File: config.mk
export PLATFORM = sky130hd
export DESIGN_NAME = cmp_irq_ctrl
export DESIGN_NICKNAME = d
export VERILOG_FILES = /design/src/rtl/cmp_irq_pkg.sv /design/src/rtl/cmp_sync.sv /design/src/rtl/cmp_trigger.sv /design/src/rtl/cmp_irq_ctrl.sv
export SDC_FILE = /design/constraint.sdc
export NUM_CORES = 1
export LEC_CHECK = 0
export ABC_AREA = 0
export BUFFER_PORTS_ARGS = -buffer_cell sky130_fd_sc_hd__buf_2
export CORE_AREA = 10 10 47 49
export CTS_CLUSTER_SIZE = 12
export DETAILED_ROUTE_END_ITERATION = 16
export DIE_AREA = 0 0 57 59
export PLACE_DENSITY_LB_ADDON = 0.3
export SLEW_MARGIN = 20
export SYNTH_ARGS = -nofsm -noshare
export SYNTH_HDL_FRONTEND = slang
export SYNTH_SLANG_ARGS = --single-unit
File: constraint.sdc
create_clock -name clk -period 3.1 [get_ports clk]
set_clock_uncertainty 0.05 [all_clocks]
set_input_delay 0.62 -clock clk [delete_from_list [all_inputs] [get_ports clk]]
set_output_delay 0.62 -clock clk [all_outputs]
set_load 0.1 [all_outputs]
File: src/rtl/cmp_irq_pkg.sv
package cmp_irq_pkg;

  typedef struct packed {
    logic is_level;
    logic lvl;
    logic want_rise;
    logic want_fall;
    logic db;
  } trig_dec_t;

  function automatic trig_dec_t trig_decode(input logic [2:0] m);
    trig_dec_t d;
    d = '0;
    case (m)
      3'b000: begin d.is_level = 1'b1; d.lvl = 1'b0; end
      3'b111: begin d.is_level = 1'b1; d.lvl = 1'b1; end
      3'b001: d.want_rise = 1'b1;
      3'b100: d.want_fall = 1'b1;
      3'b101: begin d.want_rise = 1'b1; d.want_fall = 1'b1; end
      3'b011: begin d.want_rise = 1'b1; d.db = 1'b1; end
      3'b110: begin d.want_fall = 1'b1; d.db = 1'b1; end
      default: begin d.want_rise = 1'b1; d.want_fall = 1'b1; d.db = 1'b1; end
    endcase
    return d;
  endfunction

endpackage

File: src/rtl/cmp_sync.sv
module cmp_sync #(
  parameter int STAGES = 2
) (
  input  logic clk,
  input  logic rst,
  input  logic d,
  output logic q
);
  logic [STAGES-1:0] chain;

  always_ff @(posedge clk) begin
    if (rst) chain <= '0;
    else     chain <= {chain[STAGES-2:0], d};
  end

  assign q = chain[STAGES-1];
endmodule

File: src/rtl/cmp_trigger.sv
module cmp_trigger
  import cmp_irq_pkg::*;
#(
  parameter int DB_TICKS = 2
) (
  input  logic       clk,
  input  logic       rst,
  input  logic       en,
  input  logic       s,
  input  logic [2:0] mode,
  input  logic       tick,
  output logic       ev
);
  localparam int CNT_W = (DB_TICKS > 1) ? $clog2(DB_TICKS) : 1;
  localparam logic [CNT_W-1:0] LAST = CNT_W'(DB_TICKS - 1);

  trig_dec_t  dec;
  logic       s_q, en_q, pend_q, cand_q;
  logic [CNT_W-1:0] cnt_q;
  logic       chg, hit, level_hit, load, cancel, db_ev;

  assign dec       = trig_decode(mode);
  assign chg       = en && en_q && (s != s_q);
  assign hit       = chg && ((s && dec.want_rise) || (!s && dec.want_fall));
  assign level_hit = en && dec.is_level && (s == dec.lvl);
  assign load      = dec.db && hit;
  assign cancel    = pend_q && (s != cand_q);
  assign db_ev     = en && dec.db && pend_q && !cancel && tick && (cnt_q == LAST);
  assign ev        = level_hit || (hit && !dec.db) || db_ev;

  always_ff @(posedge clk) begin
    if (rst) begin
      s_q  <= 1'b0;
      en_q <= 1'b0;
    end else begin
      s_q  <= s;
      en_q <= en;
    end
  end

  always_ff @(posedge clk) begin
    if (rst || !en) begin
      pend_q <= 1'b0;
      cand_q <= 1'b0;
      cnt_q  <= '0;
    end else if (load) begin
      pend_q <= 1'b1;
      cand_q <= s;
      cnt_q  <= '0;
    end else if (cancel || !dec.db) begin
      pend_q <= 1'b0;
      cnt_q  <= '0;
    end else if (pend_q && tick) begin
      if (cnt_q == LAST) begin
        pend_q <= 1'b0;
        cnt_q  <= '0;
      end else begin
        cnt_q <= cnt_q + 1'b1;
      end
    end
  end

  // a debounced event only completes on a tick with a pending candidate
  p_db_needs_tick_r6: assert property (@(posedge clk) disable iff (rst)
    (dec.db && ev) |-> (tick && pend_q));

  // the first enabled cycle never yields an edge event
  p_no_edge_on_enable_r8: assert property (@(posedge clk) disable iff (rst)
    (en && !en_q && !dec.is_level) |-> !ev);

endmodule

File: src/rtl/cmp_irq_ctrl.sv
module cmp_irq_ctrl
  import cmp_irq_pkg::*;
#(
  parameter int SYNC_STAGES = 2,
  parameter int DB_TICKS    = 2
) (
  input  logic       clk,
  input  logic       rst,
  input  logic       cmp_raw,
  input  logic       cmp_en,
  input  logic [2:0] trig_mode,
  input  logic       db_tick,
  input  logic       flag_clr,
  output logic       cmp_flag,
  output logic       irq
);
  logic s, ev, flag_n;

  cmp_sync #(.STAGES(SYNC_STAGES)) i_sync (
    .clk(clk), .rst(rst), .d(cmp_raw), .q(s)
  );

  cmp_trigger #(.DB_TICKS(DB_TICKS)) i_trig (
    .clk(clk), .rst(rst), .en(cmp_en), .s(s), .mode(trig_mode),
    .tick(db_tick), .ev(ev)
  );

  assign flag_n = flag_clr ? 1'b0 : (cmp_flag | ev);

  always_ff @(posedge clk) begin
    if (rst) begin
      cmp_flag <= 1'b0;
      irq      <= 1'b0;
    end else begin
      cmp_flag <= flag_n;
      irq      <= flag_n & cmp_en;
    end
  end

  // disabled logic never raises the flag
  p_no_set_when_off_r2: assert property (@(posedge clk) disable iff (rst)
    (!cmp_en && !cmp_flag) |=> !cmp_flag);

  // clear strobe wins
  p_clear_wins_r7: assert property (@(posedge clk) disable iff (rst)
    flag_clr |=> !cmp_flag);

  // no request while disabled
  p_irq_gated_r9: assert property (@(posedge clk) disable iff (rst)
    !cmp_en |=> !irq);

  // a held level re-sets the flag
  p_level_sets_r3: assert property (@(posedge clk) disable iff (rst)
    (cmp_en && !flag_clr && trig_decode(trig_mode).is_level &&
     s == trig_decode(trig_mode).lvl) |=> cmp_flag);

endmodule

==> reports/qor.yml <==
status: "completed"
vias: 417
max_stage_delay_ns: 0.43
grt_pass1_wl_mm: 1.77
row_count: 14
startpoint_type: "flip-flop"
grt_pass1_vias: 445
clock_path_buffers: 2
drcViolationCount: 0
gp_congestion: 0.730
worstHoldStart: "i_sync.chain[0]"
hold_viol: 0
cpLargestDelayFamily: "buffers and inverters"
ir_worst_vdd_mv: 0.227
drive_gt1_share_pct: 27.3
path_clk_slew_ns: 0.06
holdBufCountCts: 0
combPwrFrac_pct: 11.2
clkPwrFrac_pct: 37.4
finalCriticalPeriod_ns: 1.69
maxCapViolations: 0
cp_max_fo: 2
rr_startpoint: "i_sync.chain[1]"
instances_no_fill: 82
synth_seq_cells: 9
die_h_um: 59
fillers: 146
seqPwrFrac_pct: 51.4
cts_tree: "yes"
fp.dieArea_mm2: 0.00336
clkSinkCount: 9
yosysWarnings: 0
post-route-period-util_pct: 54.4
p_total_mw: 0.236
ios: 11
crit_slowest_cell: "buf_2"
grt_usage_pct: 6.76
worstSetupEndpointType: "primary output"
routedLengthMet1_um: 479
synth_nets: 63
holdCritPathClass: "flip-flop to flip-flop"
cts_buffers: 3
crit_buf_inv: 1
r2r_cells: 4
drt_iter0_markers: 5
p_leak_nw: 0.218
internal_power_mw: 0.178
io_buffers: 10
setup-tns-final_ns: 0
cp.depth: 1
critical_path.cell_chain: "buf_2"
antenna_cells: 0
hold_depth: 1
rsz0062_at_grt: "false"
vias_per_cell: 5.09
synthToLayoutAreaGrowth_pct: 15.8
clk_root_buffer_cell: "clkbuf_4"
overflow: 0
tightest_slew_ns: 0.488
h-tree-depth: 1
fmax_mhz: 593
syn_area_um2: 490
nNetsFinal: 76
grt_max_degree: 11
routedWlPerCell_um: 12.0
yosysUniqueCellTypes: 25
dp_hpwl_um: 793
antenna_found_initial: 0
dp_cells: 78
crit_required_ns: 2.43
power.density_mw_per_mm2: 415
top_layer_used: "met4"
criticalPathCategory: "flip-flop to primary output"
syn_inst: 54
slew_headroom_pct: 67.7
crit_start: "cmp_flag"
swShare_pct: 24.4
cts_repair_resize_count: 0
p_switching_mw: 0.0574
core_mm2: 0.00140
drtPass1Iterations: 4
dr_wl_met2_um: 393
post_cts_buffers: 0
finalSetupViolations: 0
finalWirelength_um: 980
dieWidth_um: 57
arrival_ns: 1.02
avgSynthCellArea_um2: 9.08
ys_seq_area_share_pct: 36.7
wl_met3_um: 97
start_util_pct: 35.0
maxSlewViolCount: 0
worstSkewPairLatency_ns: 0.26
antenna_left: 0
==> power groups by stage <==
stage	clock network (mW)	registers, mW	logic (mW)
finish	0.0881	0.121	0.0263
CTS	0.0939	0.121	0.0265
global route	0.100	0.122	0.0292
floorplan	0	0.125	0.0155
detailed placement	0	0.124	0.0265
global placement	0	0.124	0.0260
==> cells in the final DEF, fill, tap and decap left out <==
cell | Yosys | layout
nand3_1 | 1 | 1
buf_2 | 0 | 10
mux2i_1 | 1 | 1
nor3_2 | 1 | 1
xor2_2 | 1 | 1
nor4b_4 | 1 | 1
mux2_1 | 1 | 1
dfxtp_1 | 9 | 9
nor4_1 | 1 | 1
inv_1 | 3 | 3
nand2b_1 | 3 | 3
o22ai_1 | 2 | 2
nor2b_1 | 3 | 3
nor3b_1 | 2 | 2
a311oi_1 | 1 | 1
o2111ai_2 | 1 | 1
a21oi_1 | 4 | 4
nand3b_1 | 1 | 1
nand2_1 | 8 | 8
o32ai_1 | 1 | 1
a21oi_2 | 1 | 1
nand4bb_1 | 1 | 1
clkbuf_4 | 0 | 3
clkbuf_1 | 0 | 1
o211ai_1 | 1 | 1
nor2_1 | 4 | 4
==> per-layer routing <==
layer  up-vias  track usage (%)
met5         -                0
met4         0             6.04
met3         2             3.65
met2        17             9.46
met1       182             7.17
li1        216                -
==> final timing paths <==
path,to,slack [ns]
worst min-delay path,i_sync.chain[1],0.39
worst min register to register,i_sync.chain[1],0.39
worst max register to register,cmp_flag,1.71
worst max-delay path,cmp_flag,1.41
==> cells in the mapped netlist <==
cell	instances	share of area, %
mux2i_1	1	2.0
nor3_2	1	2.0
a21oi_1	4	4.1
xor2_2	1	3.3
nor4_1	1	1.3
nor4b_4	1	4.8
o2111ai_2	1	3.1
buf_4	1	1.5
mux2_1	1	2.3
a21oi_2	1	1.8
nand4bb_1	1	2.3
nand3b_1	1	1.5
nor2b_1	3	3.8
nand3_1	1	1.0
nand2_1	8	6.1
o211ai_1	1	1.5
a311oi_1	1	1.8
o22ai_1	2	2.6
nand2b_1	3	3.8
nor3b_1	2	3.1
inv_1	3	2.3
o32ai_1	1	1.8
nor2_1	4	3.1
buf_6	1	2.3
dfxtp_1	9	37
==> cells by family after synthesis <==
group           after synthesis  synth area share [%]
simple gates                 26                  32.9
mux                           2                  4.34
compound gates               11                  16.6
xor+xnor                      1                  3.32
flops                         9                  36.7
buf+inv                       5                  6.12
==> flip-flops by register name, indices dropped and copies added, names as in the netlist <==
name           count
cmp_flag           1
i_trig.cnt_q       1
i_trig.cand_q      1
i_trig.en_q        1
irq                1
i_sync.chain       2
i_trig.pend_q      1
i_trig.s_q         1
==> per-stage QoR <==
step                      util (%)  cell area (um2)  hold slack, ns  setup WS [ns]
after CTS                     40.5              568           0.397           1.40
final                         40.5              568           0.387           1.41
after global placement        38.7              542           0.370           1.49
after global routing          40.5              568           0.425           1.36
after detailed placement      38.7              542           0.381           1.50
after floorplan                  -              490           0.364           1.51
==> area by class of cell <==
class / instances / area [um2] / area share, %
Multi-Input combinational cell: 40 / 280 / 49.3
Timing Repair Buffer: 10 / 50.0 / 8.81
Tap cell: 16 / 20.0 / 3.52
Sequential cell: 9 / 180 / 31.7
Inverter: 3 / 11.3 / 1.98
Clock buffer: 4 / 26.3 / 4.63
No activity file was read; power rests on OpenSTA's default activity.
